**config.mk**
```make
export PLATFORM = sky130hd
export DESIGN_NAME = rtc_sec_core
export DESIGN_NICKNAME = d
export VERILOG_FILES = /design/src/rtl/rtc_sec_pkg.sv /design/src/rtl/rtc_sec_prescale.sv /design/src/rtl/rtc_sec_seqr.sv /design/src/rtl/rtc_sec_counter.sv /design/src/rtl/rtc_sec_core.sv
export SDC_FILE = /design/constraint.sdc
export NUM_CORES = 1
export LEC_CHECK = 0
export ABC_AREA = 1
export BUFFER_PORTS_ARGS = -buffer_cell sky130_fd_sc_hd__buf_2
export CAP_MARGIN = 25
export CORE_UTILIZATION = 60
export CTS_BUF_LIST = sky130_fd_sc_hd__clkbuf_8
export CTS_CLUSTER_DIAMETER = 150
export DETAILED_ROUTE_END_ITERATION = 8
export PLACE_DENSITY = 0.82
export SKIP_LAST_GASP = 1
export SYNTH_ARGS = -nofsm -noshare
export SYNTH_HDL_FRONTEND = slang
export SYNTH_SLANG_ARGS = --single-unit
```
**constraint.sdc**
```tcl
create_clock -name clk -period 2 [get_ports clk]
set_clock_uncertainty 0.05 [all_clocks]
set_input_delay 0.4 -clock clk [delete_from_list [all_inputs] [get_ports clk]]
set_output_delay 0.4 -clock clk [all_outputs]
set_load 0.005 [all_outputs]
```
**src/rtl/rtc_sec_pkg.sv**
```systemverilog
package rtc_sec_pkg;

    typedef struct packed {
        logic [3:0] tens;
        logic [3:0] ones;
    } bcd_sec_t;

    typedef struct packed {
        bcd_sec_t val;
        logic     carry;
    } sec_result_t;

    typedef enum logic {
        UPD_INC = 1'b0,
        UPD_ADJ = 1'b1
    } upd_kind_t;

    typedef enum logic {
        SEQ_IDLE = 1'b0,
        SEQ_RUN  = 1'b1
    } seq_state_t;

    typedef enum logic {
        ADDR_SEC  = 1'b0,
        ADDR_CTRL = 1'b1
    } reg_addr_t;

    localparam int CTRL_HOLDN_BIT = 0;
    localparam int CTRL_ADJ_BIT   = 1;
    localparam int CTRL_BUSY_BIT  = 2;
    localparam int CTRL_PEND_BIT  = 3;

    function automatic logic bcd_valid(input bcd_sec_t v);
        return (v.ones <= 4'd9) && (v.tens <= 4'd5);
    endfunction

    function automatic sec_result_t bcd_step(input bcd_sec_t v);
        sec_result_t r;
        r.carry = 1'b0;
        r.val   = v;
        if (v.ones == 4'd9) begin
            r.val.ones = 4'd0;
            if (v.tens == 4'd5) begin
                r.val.tens = 4'd0;
                r.carry    = 1'b1;
            end else begin
                r.val.tens = v.tens + 4'd1;
            end
        end else begin
            r.val.ones = v.ones + 4'd1;
        end
        return r;
    endfunction

    function automatic sec_result_t bcd_round(input bcd_sec_t v);
        sec_result_t r;
        r.val   = '0;
        r.carry = (v.tens >= 4'd3);
        return r;
    endfunction

endpackage

```
**src/rtl/rtc_sec_prescale.sv**
```systemverilog
module rtc_sec_prescale #(
    parameter int TICKS_PER_SEC = 32768
) (
    input  logic clk,
    input  logic rst,
    input  logic tick_en,
    output logic sec_pulse
);
    generate
        if (TICKS_PER_SEC <= 1) begin : g_direct
            assign sec_pulse = tick_en;
        end else begin : g_count
            localparam int CW = $clog2(TICKS_PER_SEC);
            localparam logic [CW-1:0] LAST = CW'(TICKS_PER_SEC - 1);
            logic [CW-1:0] cnt_q;
            logic          at_last;

            assign at_last   = (cnt_q == LAST);
            assign sec_pulse = tick_en && at_last;

            always_ff @(posedge clk) begin
                if (rst) begin
                    cnt_q <= '0;
                end else if (tick_en) begin
                    cnt_q <= at_last ? '0 : cnt_q + CW'(1);
                end
            end
        end
    endgenerate
endmodule

```
**src/rtl/rtc_sec_seqr.sv**
```systemverilog
module rtc_sec_seqr
    import rtc_sec_pkg::*;
#(
    parameter int INC_TICKS = 3,
    parameter int ADJ_TICKS = 4
) (
    input  logic      clk,
    input  logic      rst,
    input  logic      tick_en,
    input  logic      pend,
    input  logic      hold_n,
    input  logic      adj_req,
    output logic      busy,
    output logic      start_inc,
    output logic      done,
    output upd_kind_t done_kind
);
    localparam int MAXT = (INC_TICKS > ADJ_TICKS) ? INC_TICKS : ADJ_TICKS;
    localparam int CW   = $clog2(MAXT + 1);
    localparam logic [CW-1:0] INC_LEN = CW'(INC_TICKS);
    localparam logic [CW-1:0] ADJ_LEN = CW'(ADJ_TICKS);

    seq_state_t    state_q;
    upd_kind_t     kind_q;
    logic [CW-1:0] left_q;
    logic          idle;
    logic          start_adj;

    assign idle      = (state_q == SEQ_IDLE);
    assign start_adj = idle && adj_req;
    assign start_inc = idle && !adj_req && pend && hold_n;
    assign busy      = (state_q == SEQ_RUN);
    assign done      = busy && tick_en && (left_q == CW'(1));
    assign done_kind = kind_q;

    always_ff @(posedge clk) begin
        if (rst) begin
            state_q <= SEQ_IDLE;
            kind_q  <= UPD_INC;
            left_q  <= '0;
        end else begin
            if (start_adj) begin
                state_q <= SEQ_RUN;
                kind_q  <= UPD_ADJ;
                left_q  <= ADJ_LEN;
            end else if (start_inc) begin
                state_q <= SEQ_RUN;
                kind_q  <= UPD_INC;
                left_q  <= INC_LEN;
            end else if (done) begin
                state_q <= SEQ_IDLE;
                left_q  <= '0;
            end else if (busy && tick_en) begin
                left_q <= left_q - CW'(1);
            end
        end
    end
endmodule

```
**src/rtl/rtc_sec_counter.sv**
```systemverilog
module rtc_sec_counter
    import rtc_sec_pkg::*;
(
    input  logic      clk,
    input  logic      rst,
    input  logic      load,
    input  bcd_sec_t  load_val,
    input  logic      done,
    input  upd_kind_t done_kind,
    output bcd_sec_t  sec,
    output logic      min_carry
);
    bcd_sec_t    sec_q;
    logic        carry_q;
    sec_result_t nxt;

    always_comb begin
        if (done_kind == UPD_ADJ) nxt = bcd_round(sec_q);
        else                      nxt = bcd_step(sec_q);
    end

    always_ff @(posedge clk) begin
        if (rst) begin
            sec_q   <= '0;
            carry_q <= 1'b0;
        end else begin
            carry_q <= 1'b0;
            if (done) begin
                sec_q   <= nxt.val;
                carry_q <= nxt.carry;
            end else if (load) begin
                sec_q <= load_val;
            end
        end
    end

    assign sec       = sec_q;
    assign min_carry = carry_q;
endmodule

```
**src/rtl/rtc_sec_core.sv**
```systemverilog
module rtc_sec_core
    import rtc_sec_pkg::*;
#(
    parameter int TICKS_PER_SEC = 32768,
    parameter int INC_TICKS     = 3,
    parameter int ADJ_TICKS     = 4
) (
    input  logic       clk,
    input  logic       rst,
    input  logic       tick_en,
    input  logic       ce,
    input  logic       reg_we,
    input  logic       reg_addr,
    input  logic [7:0] reg_wdata,
    output logic [7:0] reg_rdata,
    output logic       min_carry
);
    logic      sec_pulse;
    logic      seq_busy;
    logic      start_inc;
    logic      upd_done;
    upd_kind_t upd_kind;
    logic      hold_n_q;
    logic      adj_q;
    logic      pend_q;
    logic      wr_ok;
    logic      sec_wr;
    logic      ctrl_wr;
    bcd_sec_t  wr_val;
    bcd_sec_t  sec_val;
    logic [7:0] sec_bits;
    reg_addr_t addr;

    assign addr    = reg_addr_t'(reg_addr);
    assign wr_val  = bcd_sec_t'(reg_wdata);
    assign wr_ok   = reg_we && ce && !seq_busy;
    assign sec_wr  = wr_ok && (addr == ADDR_SEC) && bcd_valid(wr_val);
    assign ctrl_wr = wr_ok && (addr == ADDR_CTRL);

    rtc_sec_prescale #(
        .TICKS_PER_SEC(TICKS_PER_SEC)
    ) u_pre (
        .clk      (clk),
        .rst      (rst),
        .tick_en  (tick_en),
        .sec_pulse(sec_pulse)
    );

    rtc_sec_seqr #(
        .INC_TICKS(INC_TICKS),
        .ADJ_TICKS(ADJ_TICKS)
    ) u_seq (
        .clk      (clk),
        .rst      (rst),
        .tick_en  (tick_en),
        .pend     (pend_q),
        .hold_n   (hold_n_q),
        .adj_req  (adj_q),
        .busy     (seq_busy),
        .start_inc(start_inc),
        .done     (upd_done),
        .done_kind(upd_kind)
    );

    rtc_sec_counter u_cnt (
        .clk      (clk),
        .rst      (rst),
        .load     (sec_wr),
        .load_val (wr_val),
        .done     (upd_done),
        .done_kind(upd_kind),
        .sec      (sec_val),
        .min_carry(min_carry)
    );

    always_ff @(posedge clk) begin
        if (rst) begin
            hold_n_q <= 1'b1;
            adj_q    <= 1'b0;
            pend_q   <= 1'b0;
        end else begin
            if (!ce)          hold_n_q <= 1'b1;
            else if (ctrl_wr) hold_n_q <= reg_wdata[CTRL_HOLDN_BIT];

            if (upd_done && upd_kind == UPD_ADJ)        adj_q <= 1'b0;
            else if (ctrl_wr && reg_wdata[CTRL_ADJ_BIT]) adj_q <= 1'b1;

            pend_q <= sec_pulse || (pend_q && !start_inc);
        end
    end

    assign sec_bits = sec_val;

    always_comb begin
        reg_rdata = '0;
        if (addr == ADDR_SEC) begin
            reg_rdata = sec_bits;
        end else begin
            reg_rdata[CTRL_HOLDN_BIT] = hold_n_q;
            reg_rdata[CTRL_ADJ_BIT]   = adj_q;
            reg_rdata[CTRL_BUSY_BIT]  = seq_busy;
            reg_rdata[CTRL_PEND_BIT]  = pend_q;
        end
    end
endmodule

```
# Word-level counts from Yosys, hierarchy flattened
# Cells that the tools add are included.
# Widths: inputs -> output; s select.
# op_classes
n_mux	20
magnitude_cmp	3
n_addsub	4
bitwise	4
n_eq_ne	5
reduce_logical	30
# ops
cell	count
$mux 4	5
$logic_and 1x1->1	16
$mux 8	2
$add 15x1->15 const B	1
$eq 15x15->1 const B	1
$mux 15	1
$mux 3	4
$mux 9	1
$add 4x1->4 const B	2
$reduce_or 2->1	4
$mux 1	7
$reduce_bool 3->1	2
$eq 4x3->1 const B	1
$eq 4x4->1 const B	1
$ge 4x2->1 const B	1
$le 4x3->1 const B	1
$le 4x4->1 const B	1
$not 1->1	4
$reduce_bool 2->1	2
$reduce_bool 4->1	1
$eq 3x1->1 const B	1
$logic_not 1->1	3
$ne 3x1->1 const B	1
$sub 3x1->3 const B	1
other kinds (2)	2
# totals
register_bits	32
out_inout_bits	9
input_bits	14
word_cells	77

# Logic depth before layout (Yosys ltp)
# Gate-level depths: netlist of the first run.
# depth
word_depth	7
ltp_mapped	10
depth_no_buf	10

# Cells and area by module
# A second synthesis of the first run with hierarchy kept.
# hier_totals
hier_cells	304
hier_area_um2	1933.1
# modules_own_cells
mod	n_inst	cells_each	seq_area_each_um2	area_per_inst_um2
rtc_sec_prescale	1	114	300.3	772.0
rtc_sec_counter	1	95	180.2	575.6
rtc_sec_seqr	1	48	100.1	311.5
rtc_sec_core	1	47	60.1	274.0

# Worst setup path before layout of the first run
# Ideal clock, no wire load.
# synth_path
kind	flip-flop to flip-flop
start	register u_seq.left_q[1]
end	register u_cnt.sec_q, in the netlist u_cnt.sec[2]
period_less_slack_ps	1432
arrival_ps	1271
required_time_ps	1839
path_slack_ps	568
path_stages_with_launch	11
cell_sequence	dfxtp_1 -> inv_1 -> ha_1 -> inv_1 -> nor2_1 -> nand2_4 -> buf_6 -> nand3_1 -> nand3_1 -> nand2_1 -> inv_1
# synth_via
elab_chain_cells	3
# synth_rtl
element	line	text
start: declaration	rtc_sec_seqr.sv:25	logic [CW-1:0] left_q;
start signal: assignment	rtc_sec_seqr.sv:54	left_q <= left_q - CW'(1);
$eq 3x1->1 (*)	rtc_sec_seqr.sv:33	assign done = busy && tick_en && (left_q == CW'(1));
$logic_and 1x1->1 (*)	rtc_sec_seqr.sv:33	
$mux 8 or $reduce_bool 2->1 (tied branches)	--	
end signal: assignment	rtc_sec_counter.sv:29	sec_q <= nxt.val;
end signal: assignment	rtc_sec_counter.sv:32	sec_q <= load_val;
end: declaration	rtc_sec_counter.sv:13	bcd_sec_t sec_q;
# Mark *: on every way between the ends. The rest lies on a longest branch, timed or not.
# A chain may end at the register's enable or synchronous reset.

# Worst setup path in the final report of the first run
# layout_path
start	register u_seq.left_q[1]
end	register u_cnt.sec_q, in the netlist u_cnt.sec[5]
# layout_via
elab_chain_cells	4
# layout_rtl
element	line
$eq 3x1->1 (*)	rtc_sec_seqr.sv:33
$logic_and 1x1->1 (*)	rtc_sec_seqr.sv:33
$ne 3x1->1 (no source line) or $reduce_bool 2->1 (tied branches)	--
$reduce_and 2->1 (no source line)	--
# Marked as above.

==> results.py, run 1 <==
metrics = {
    "outcome": {
        "status": "finished, violations left",
        "violations": "DRC",
    },
    "floorplanning": {
        "initial_core_util_pct": 64.97,
        "dieArea_mm2": 0.003288,
        "row_count": 19,
        "die_h_um": 57.35,
        "die_w_um": 57.35,
        "coreArea_mm2": 0.002829,
        "pin_count": 23,
    },
    "clock_tree": {
        "numCtsBuffers": 5,
        "clockBufferDepth": 2,
        "cts_tree": "done",
        "hold_buffers": 0,
        "post_cts_resized": 0,
        "htree_num_levels": 2,
        "cts_root_buf": "clkbuf_8",
        "cts.sinks": 32,
        "clk_latency_ns": 0.28,
        "post-cts-setup-buffer-count": 0,
        "clk_pin_slew_ns": 0.07,
    },
    "timing": {
        "worstMarginPinSlew_ns": 0.4068,
        "fin_crit_sh_pct": 84.17,
        "drv_slew": 0,
        "rsz0062_at_grt": "no",
        "final.min_clock_period_ns": 1.683,
        "finalSetupTns_ns": 0,
        "max_slew_margin_pct": 72.78,
        "fin_ws_ns": 0.3167,
        "setup_viol": 0,
        "hold_violations": 0,
        "max_freq_mhz": 594.1,
    },
    "power": {
        "sw_frac_of_total_pct": 24.98,
        "p_switching_uw": 319.4,
        "p_clk_share_pct": 40.4,
        "leakage_uw": 0.001014,
        "p_per_area_mw_per_mm2": 621.2,
        "peakVddDrop_mv": 0.4845,
        "power_frac_comb_pct": 8.0,
        "p_seq_share_pct": 51.7,
        "intPower_uw": 959.1,
    },
    "setup_path": {
        "crit_chain": "inv_1, ha_1, inv_1, nor2_1, nand2_4, nand2_1, nand2_2, nor2_1, nor2_1",
        "cp_data_required_time_ns": 2.13,
        "cp_num_buf_inv": 2,
        "cp_top_family": "simple AND/OR/NAND/NOR gates",
        "critical_path.slowest_cell": "nor2_1",
        "worst-setup-path-type": "reg -> reg",
        "worstSetupEndpointType": "flip-flop",
        "cpPeakStageDelay_ns": 0.32,
        "rrSetupSlack_ns": 0.32,
        "arrival_ns": 1.81,
        "worstRegToRegCells": 9,
        "cp-start-kind": "flip-flop",
        "crit_top_cell": "nor2_1",
        "reg2reg_to": "u_cnt.sec[5]$_SDFFE_PP0P_",
        "cp-startpoint": "u_seq.left_q[1]$_SDFFE_PP0P_",
        "crit_fanout": 14,
        "reg2reg_from": "u_seq.left_q[1]$_SDFFE_PP0P_",
    },
    "detailed_routing": {
        "viasPerCell": 5.270,
        "route.detailed.drc": 2,
        "drt_pre_antenna_iters": 7,
        "drtAntennaViolNets": 0,
        "first_iter_violations": 179,
        "drt_wl_total_um": 3952,
        "vias": 1776,
        "post_drt_wl_per_cell_um": 11.73,
    },
    "yosys": {
        "syn_inst": 280,
        "yosysTopAreaCell": "dfxtp_1",
        "synth_cell_types": 29,
        "synthAdderAreaFrac_pct": 3.404,
        "ys.flop_type": "dfxtp_1",
        "netlist_top_cells_area": "dfxtp_1 35%, nand2_1 14%, nor2_1 9.4%",
        "syn_area_mm2": 0.001838,
        "synth-async-reset-ratio_pct": 0,
        "synth.most_common_cell": "nand2_1",
        "synth-simple-area-share_pct": 40.03,
        "yosysWarnings": 0,
        "syn_area_per_cell_um2": 6.564,
        "syn_nets": 299,
        "synth_edf_count": 0,
        "yosys-mux-area-fraction_pct": 0,
        "yosysTopAreaCellShare_pct": 34.85,
        "ys_ff_latch": 32,
        "synth-xor-area-share_pct": 3.812,
        "synth-compound-area-share_pct": 7.965,
        "ys_seq_area_share_pct": 34.85,
        "synth_top_family_by_area": "simple AND/OR/NAND/NOR gates",
        "synth_common_cells": "70 x nand2_1, 46 x nor2_1, 37 x inv_1",
    },
    "placed_design": {
        "post-place-cells": 329,
        "io_buffers": 22,
        "gpl.final_weighted_congestion": 0.9246,
        "dp.final_hpwl_um": 3006,
        "pre_cts_ws_ns": 0.3141,
    },
    "worst_hold_path": {
        "hold_path_end": "hold_n_q$_SDFFE_PP1P_",
        "min_path_cells": 2,
        "hold_path_class": "in -> reg",
        "min_from": "ce",
    },
    "global_routing": {
        "overflow": 0,
        "grt_pass1_wl_um": 6630,
        "grt_pass1_vias": 1502,
        "grt_start_max_net_pins": 17,
        "gr-usage-all-layers_pct": 26.34,
        "antenna_found_initial": 0,
    },
    "finish": {
        "drive_gt1_share_pct": 14.71,
        "fin_cells": 337,
        "syn2layout_area_growth_pct": 11.98,
        "n_antenna_cell": 0,
        "final_nets": 324,
    },
    "job": {
        "drv_cap": 0,
    },
}
-- placed cells by master, fill, tap and decap left out --
| cell type | netlist | routed |
|---|---|---|
| a21o_2 | 1 | 1 |
| a21oi_1 | 11 | 11 |
| a31oi_1 | 3 | 3 |
| buf_2 | 0 | 22 |
| clkbuf_8 | 0 | 6 |
| clkinv_1 | 1 | 1 |
| clkinvlp_4 | 0 | 1 |
| dfxtp_1 | 32 | 32 |
| ha_1 | 5 | 5 |
| inv_1 | 37 | 38 |
| inv_2 | 3 | 3 |
| inv_4 | 1 | 1 |
| nand2_1 | 70 | 70 |
| nand2_2 | 3 | 3 |
| nand2_4 | 1 | 1 |
| nand3_1 | 23 | 23 |
| nand3_2 | 1 | 1 |
| nand3_4 | 1 | 1 |
| nand3b_1 | 2 | 2 |
| nand3b_2 | 1 | 1 |
| nand4_1 | 6 | 6 |
| nor2_1 | 46 | 46 |
| nor2_4 | 3 | 3 |
| nor3_1 | 4 | 4 |
| nor3_2 | 1 | 1 |
| o2111ai_1 | 1 | 1 |
| o21ai_0 | 10 | 10 |
| o21ai_1 | 1 | 1 |
| xnor2_1 | 3 | 3 |
| xor2_1 | 5 | 5 |
-- cell families (layout without fill, tap and decap cells) --
group	after synthesis	after routing
xor gates and xnor gates	8	8
AOI/OAI and AO/OA	27	27
and+or+nand+nor	162	162
adders and majority gates	5	5
buffers and inverters	46	72
DFF	32	32
-- routing by layer --
| layer | global-route usage [%] | share of wire [%] |
|---|---|---|
| met1 | 40.20 | 52 |
| met2 | 36.54 | 40 |
| met3 | 6.122 | 7.2 |
| met4 | 8.014 | 1.2 |
| met5 | 0 | 0 |
-- sequential cells by signal, summed over array words and instances (netlist names) --
name / count
u_pre.g_count.cnt_q: 15
u_cnt.sec: 8
u_seq.left_q: 3
adj_q: 1
hold_n_q: 1
pend_q: 1
u_cnt.min_carry: 1
u_seq.busy: 1
u_seq.done_kind: 1
-- worst register-to-register path, cell delays in order (launching register included) --
cell and delay [ns]:
dfxtp_1 0.31, inv_1 0.07, ha_1 0.14, inv_1 0.04
nor2_1 0.32, nand2_4 0.20, nand2_1 0.21, nand2_2 0.09
nor2_1 0.11, nor2_1 0.04
-- stage by stage --
stage | hold slack, ns | utilization [%] | cell area [um^2] | power (uW)
after floorplan | 0.4106 | - | 1838 | 737.1
after global placement | 0.4315 | 69.44 | 1964 | 773.5
after detailed placement | 0.4364 | 69.44 | 1964 | 773.8
after CTS | 0.3283 | 72.76 | 2058 | 1282
after global routing | 0.3252 | 72.76 | 2058 | 1328
final | 0.3267 | 72.76 | 2058 | 1279
-- area by class of cell --
| type | instances | area (um^2) |
|---|---|---|
| flip-flops and latches | 32 | 640.6 |
| repair buffers | 22 | 110.1 |
| clock inverters | 2 | 11.26 |
| clock buffers | 6 | 82.58 |
| inverters | 42 | 160.2 |
| well taps | 31 | 38.79 |
| multi-input cells | 202 | 1015 |
| fillers | 232 | 770.7 |
-- worst max path at each step --
stage / to / slack (ns) / cells after the start
after global routing: u_cnt.sec[7]$_SDFFE_PP0P_ / 0.13 / 10
after floorplan: u_cnt.sec[2]$_SDFFE_PP0P_ / 0.57 / 10
final: u_cnt.sec[5]$_SDFFE_PP0P_ / 0.32 / 9
after CTS: u_cnt.sec[6]$_SDFFE_PP0P_ / 0.31 / 9
after detailed placement: u_cnt.sec[6]$_SDFFE_PP0P_ / 0.31 / 9
after global placement: u_cnt.sec[6]$_SDFFE_PP0P_ / 0.41 / 9
-- power groups by stage --
stage          clock (uW)  sequential [uW]  combinational [uW]
4_1_cts               521              660                 100
3_5_place_dp            0              674                99.4
6_report              516              661                 102
3_3_place_gp            0              675                98.9
5_1_grt               552              661                 115
2_1_floorplan           0              672                65.5
(Power assumes the default switching activity.)
==> run 2, diff against run 1 <==
--- a/config.mk
+++ b/config.mk
@@ -8,11 +8,11 @@
 export ABC_AREA = 1
 export BUFFER_PORTS_ARGS = -buffer_cell sky130_fd_sc_hd__buf_2
 export CAP_MARGIN = 25
-export CORE_UTILIZATION = 60
+export CORE_UTILIZATION = 54
 export CTS_BUF_LIST = sky130_fd_sc_hd__clkbuf_8
 export CTS_CLUSTER_DIAMETER = 150
 export DETAILED_ROUTE_END_ITERATION = 8
-export PLACE_DENSITY = 0.82
+export PLACE_DENSITY = 0.78
 export SKIP_LAST_GASP = 1
 export SYNTH_ARGS = -nofsm -noshare
 export SYNTH_HDL_FRONTEND = slang
==> constraint.sdc (replaced) <==
create_clock -name clk -period 1.4 [get_ports clk]
set_clock_uncertainty 0.05 [all_clocks]
set_input_delay 0.28 -clock clk [delete_from_list [all_inputs] [get_ports clk]]
set_output_delay 0.28 -clock clk [all_outputs]
set_load 0.005 [all_outputs]
==> results.py, run 2 (same netlist as run 1, synthesis figures left out) <==
metrics = {
    "outcome": {
        "status": "finished clean",
    },
    "placed_design": {
        "gpl.final_weighted_congestion": 0.8139,
        "io_buffers": 22,
        "dp.final_hpwl_um": 3318,
        "place_area_mm2": 0.002133,
        "pre_cts_ws_ns": -0.04727,
        "post-place-cells": 362,
    },
    "floorplanning": {
        "die_h_um": 60.34,
        "row_count": 20,
        "dieArea_mm2": 0.003641,
        "die_w_um": 60.34,
        "pin_count": 23,
        "initial_core_util_pct": 58.29,
        "coreArea_mm2": 0.003153,
    },
    "clock_tree": {
        "cts_root_buf": "clkbuf_8",
        "clk_latency_ns": 0.28,
        "htree_num_levels": 2,
        "clk_pin_slew_ns": 0.07,
        "clockBufferDepth": 2,
        "cts.sinks": 32,
        "numCtsBuffers": 5,
        "cts_tree": "done",
    },
    "detailed_routing": {
        "vias": 1873,
        "drt_pre_antenna_iters": 5,
        "viasPerCell": 5.021,
        "post_drt_wl_per_cell_um": 12.10,
        "route.detailed.drc": 0,
        "first_iter_violations": 113,
        "drtAntennaViolNets": 0,
        "drt_wl_total_um": 4515,
    },
    "global_routing": {
        "gr-usage-all-layers_pct": 26.70,
        "overflow": 0,
        "grt_pass1_vias": 1767,
        "use_met2_pct": 50.71,
        "grt_start_max_net_pins": 15,
        "antenna_found_initial": 0,
        "grtUsageMet1_pct": 28.74,
        "grt-busiest-layer": "met2",
        "grt_use_met3_pct": 6.610,
        "grt_pass1_wl_um": 7162,
    },
    "worst_hold_path": {
        "min_from": "ce",
        "hold_path_class": "in -> reg",
    },
    "timing": {
        "fin_crit_sh_pct": 99.18,
        "worstMarginPinSlew_ns": 0.2965,
        "final.min_clock_period_ns": 1.388,
        "fin_ws_ns": 0.01150,
        "max_slew_margin_pct": 80.10,
        "rsz0062_at_grt": "yes",
        "hold_violations": 0,
        "max_freq_mhz": 720.2,
        "drv_slew": 0,
        "finalSetupTns_ns": 0,
        "setup_viol": 0,
    },
    "finish": {
        "finalInstanceArea_mm2": 0.002365,
        "regMostFlops": "u_pre.g_count.cnt_q",
        "drive_gt1_share_pct": 28.88,
        "layout_commonest_cell": "nand2_1",
        "largest_reg_flops": 15,
        "final_nets": 347,
        "syn2layout_area_growth_pct": 28.66,
        "n_antenna_cell": 0,
        "mostFrequentLayoutCells": "66 x nand2_1, 38 x nor2_1, 37 x inv_1",
        "utilization_pct": 75.00,
        "fin_cells": 373,
    },
    "setup_path": {
        "cpPeakStageDelay_ns": 0.36,
        "worst-setup-path-type": "reg -> reg",
        "cp-startpoint": "u_pre.g_count.cnt_q[0]$_SDFFE_PP0P_",
        "rrSetupSlack_ns": 0.01,
        "reg2reg_from": "u_pre.g_count.cnt_q[0]$_SDFFE_PP0P_",
        "cp_top_family": "simple AND/OR/NAND/NOR gates",
        "worstSetupEndpointType": "flip-flop",
        "arrival_ns": 1.55,
        "cp_num_buf_inv": 1,
        "cp_data_required_time_ns": 1.56,
        "crit_chain": "ha_4, nand2_2, nor2_4, nand3b_4, buf_4, xor2_2, nor2_1",
        "crit_fanout": 4,
        "cp-start-kind": "flip-flop",
        "critical_path.slowest_cell": "dfxtp_2",
    },
    "power": {
        "peakVddDrop_mv": 0.5952,
        "leakage_uw": 0.001161,
        "p_per_area_mw_per_mm2": 778.3,
    },
    "job": {
        "drv_cap": 0,
    },
}
-- run 2: cell types whose count changed in the layout (fill, tap and decap cells not counted), sizes merged --
| cell | change |
|---|---|
| clkinvlp | -1 |
| buf | +23 |
| inv | +1 |
-- run 2: power by group --
part	total, uW	leakage, uW	switching, uW	internal [uW]
Clock	719	0.0000538	333	386
Combinational	177	0.000844	102	74.7
Sequential	944	0.000264	16.4	928
Total	1840	0.00116	452	1390
-- run 2: area by class of cell --
class                      instances  area, um^2
multi-input combinational        202        1111
fill                             279       788.3
sequential                        32       655.6
timing repair buffer              45       290.3
inverter                          42       162.7
clock buffer                       6       82.58
tap                               44       55.05
clock inverter                     2       7.507
-- run 2: path summary, 6_finish.rpt --
path / endpoint / depth (start not counted)
max: u_pre.g_count.cnt_q[8]$_SDFFE_PP0P_ / 7
min: hold_n_q$_SDFFE_PP1P_ / 2
max reg2reg: u_pre.g_count.cnt_q[8]$_SDFFE_PP0P_ / 7
min reg2reg: adj_q$_SDFFE_PP0P_ / 2
-- run 2: repair_timing --
item | in CTS | in global routing
endpoints found under the setup margin | 17 | 23
pin swaps | 3 | 11
gates resized for setup | 12 | 29
buffers inserted | 2 | 1
hold buffers | 0 | 0
gates cloned | 0 | 0
-- run 2: routing by layer --
layer	vias to the layer above	wire (um)
met5	-	0
met4	0	44
met3	6	171
met2	44	2343
met1	849	1955
li1	974	-
-- run 2: through the flow --
step	hold WS [ns]	total power (uW)
after floorplan	0.3347	1054
after global placement	0.4342	1122
after detailed placement	0.4410	1126
after CTS	0.1808	1846
after global routing	0.1853	1911
final	0.1769	1840
==> run 3, diff against run 2 <==
--- a/config.mk
+++ b/config.mk
@@ -11,8 +11,10 @@
 export CORE_UTILIZATION = 54
 export CTS_BUF_LIST = sky130_fd_sc_hd__clkbuf_8
 export CTS_CLUSTER_DIAMETER = 150
+export CTS_CLUSTER_SIZE = 24
 export DETAILED_ROUTE_END_ITERATION = 8
 export PLACE_DENSITY = 0.78
+export REMOVE_ABC_BUFFERS = 1
 export SKIP_LAST_GASP = 1
 export SYNTH_ARGS = -nofsm -noshare
 export SYNTH_HDL_FRONTEND = slang
==> results.py, run 3 (same netlist as run 1, synthesis figures left out) <==
metrics = {
    "detailed_routing": {
        "vias": 1890,
        "viasPerCell": 5.000,
        "drtAntennaViolNets": 0,
        "route.detailed.drc": 0,
        "drt_wl_total_um": 4331,
        "drt_pre_antenna_iters": 4,
        "post_drt_wl_per_cell_um": 11.46,
        "first_iter_violations": 86,
    },
    "setup_path": {
        "reg2reg_from": "u_pre.g_count.cnt_q[1]$_SDFFE_PP0P_",
        "cp-startpoint": "u_pre.g_count.cnt_q[1]$_SDFFE_PP0P_",
        "cp-start-kind": "flip-flop",
        "cp_num_buf_inv": 2,
        "arrival_ns": 1.53,
        "cp_top_family": "simple AND/OR/NAND/NOR gates",
        "crit_chain": "ha_4, buf_4, buf_4, nand2_1, nor3_1, nand2_1, nand2_1, a21oi_1",
        "critical_path.slowest_cell": "dfxtp_2",
        "cp_data_required_time_ns": 1.52,
        "worst-setup-path-type": "reg -> reg",
        "crit_top_cell": "nand2_1",
        "worstSetupEndpointType": "flip-flop",
        "cpPeakStageDelay_ns": 0.36,
        "crit_fanout": 2,
    },
    "timing": {
        "hold-worst-slack_ns": 0.1642,
        "rsz0062_at_grt": "yes",
        "worstMarginPinSlew_ns": 0.3121,
        "final.min_clock_period_ns": 1.402,
        "max_freq_mhz": 713.1,
        "fin_ws_ns": -0.002348,
        "max_slew_margin_pct": 79.06,
        "hold_violations": 0,
        "setup_viol": 1,
        "drv_slew": 0,
        "fin_crit_sh_pct": 100.2,
    },
    "power": {
        "power_frac_comb_pct": 8.6,
        "p_seq_share_pct": 44.8,
        "intPower_uw": 1632,
        "p_clk_share_pct": 46.6,
        "sw_frac_of_total_pct": 22.76,
        "leakage_uw": 0.001218,
        "p_switching_uw": 480.9,
        "peakVddDrop_mv": 0.8320,
        "p_per_area_mw_per_mm2": 870.1,
    },
    "finish": {
        "n_antenna_cell": 0,
        "drive_gt1_share_pct": 29.04,
        "largest_reg_flops": 15,
        "fin_cells": 378,
        "mostFrequentLayoutCells": "68 x nand2_1, 40 x nor2_1, 35 x inv_1",
        "regMostFlops": "u_pre.g_count.cnt_q",
        "syn2layout_area_growth_pct": 32.13,
        "layout_commonest_cell": "nand2_1",
        "final_nets": 352,
        "fill_cells": 250,
        "finalInstanceArea_mm2": 0.002429,
    },
    "global_routing": {
        "antenna_found_initial": 0,
        "grt-busiest-layer": "met2",
        "gr-usage-all-layers_pct": 25.59,
        "grt_use_met3_pct": 6.397,
        "overflow": 0,
        "grt_pass1_wl_um": 6796,
        "grtUsageMet1_pct": 36.87,
        "grt_pass1_vias": 1576,
        "use_met2_pct": 37.05,
        "grt_start_max_net_pins": 11,
    },
    "placed_design": {
        "place_area_mm2": 0.002168,
        "io_buffers": 22,
        "dp.final_hpwl_um": 3072,
        "post-place-cells": 367,
        "pre_cts_ws_ns": -0.07996,
        "gpl.final_weighted_congestion": 0.8389,
    },
    "floorplanning": {
        "coreArea_mm2": 0.003153,
        "dieArea_mm2": 0.003641,
        "die_w_um": 60.34,
        "initial_core_util_pct": 58.29,
        "row_count": 20,
        "pin_count": 23,
        "die_h_um": 60.34,
    },
    "outcome": {
        "violations": "setup timing",
        "status": "finished, violations left",
    },
    "worst_hold_path": {
        "hold_path_class": "in -> reg",
        "min_from": "ce",
    },
    "clock_tree": {
        "clk_latency_ns": 0.29,
        "htree_num_levels": 2,
        "numCtsBuffers": 5,
        "clockBufferDepth": 2,
        "cts_tree": "done",
        "cts_root_buf": "clkbuf_8",
        "clk_pin_slew_ns": 0.07,
        "cts.sinks": 32,
    },
    "job": {
        "drv_cap": 0,
    },
}
==> run 3: cell count changes in the layout (fill, tap and decap cells not counted), sizes merged <==
cell	delta
clkbuf	+1
bufinv	+1
inv	-2
buf	+5
==> run 3: worst paths after layout <==
kind                                                             end  slack, ns  cells past startpoint
worst max-delay path             u_pre.g_count.cnt_q[1]$_SDFFE_PP0P_     -0.002                      8
worst min register to register  u_pre.g_count.cnt_q[13]$_SDFFE_PP0P_       0.45                      4
worst max register to register   u_pre.g_count.cnt_q[1]$_SDFFE_PP0P_     -0.002                      8
worst min-delay path                           hold_n_q$_SDFFE_PP1P_       0.16                      2
==> run 3: timing repair <==
item | CTS | global route
pin swaps | 2 | 6
buffers inserted | 1 | 2
setup endpoints to repair | 17 | 23
resized for setup | 12 | 23
cloned | 0 | 0
hold buffers | 0 | 0
==> run 3: power by group through the flow <==
stage	Combinational, uW	Clock [uW]	Sequential [uW]
2_1_floorplan	84.4	0	959
3_3_place_gp	163	0	961
3_5_place_dp	165	0	961
4_1_cts	171	989	942
5_1_grt	203	1030	948
6_report	181	986	947
==> run 3: worst register-to-register path: stages, from the launching register on <==
cell and delay [ns]:
dfxtp_2 0.36, ha_4 0.15, buf_4 0.10, buf_4 0.09, nand2_1 0.04, nor3_1 0.22, nand2_1 0.13, nand2_1 0.09
a21oi_1 0.06
==> run 3: cell type report <==
type / count / area (um^2) / share of cell area, %
clock buffer: 7 / 96.34 / 3.967
clock inverter: 1 / 30.03 / 1.236
inverter: 42 / 162.7 / 6.698
multi-input combinational: 202 / 1102 / 45.39
sequential: 32 / 650.6 / 26.79
tap: 44 / 55.05 / 2.267
timing repair buffer: 50 / 331.6 / 13.65
==> run 3: routing by layer <==
metal	share of wire, %	wire length, um
met1	50	2178
met5	0	0
met2	43	1883
met4	1.7	74
met3	4.5	195
==> run 3: per-stage QoR <==
stage / utilization [%] / TNS (ns) / power (uW)
5_1_grt: 77.02 / -0.4888 / 2182
6_report: 77.02 / -0.002348 / 2113
4_1_cts: 74.01 / 0 / 2102
2_1_floorplan: - / -0.3747 / 1044
3_3_place_gp: 68.77 / -0.06208 / 1124
3_5_place_dp: 68.77 / -0.5517 / 1126
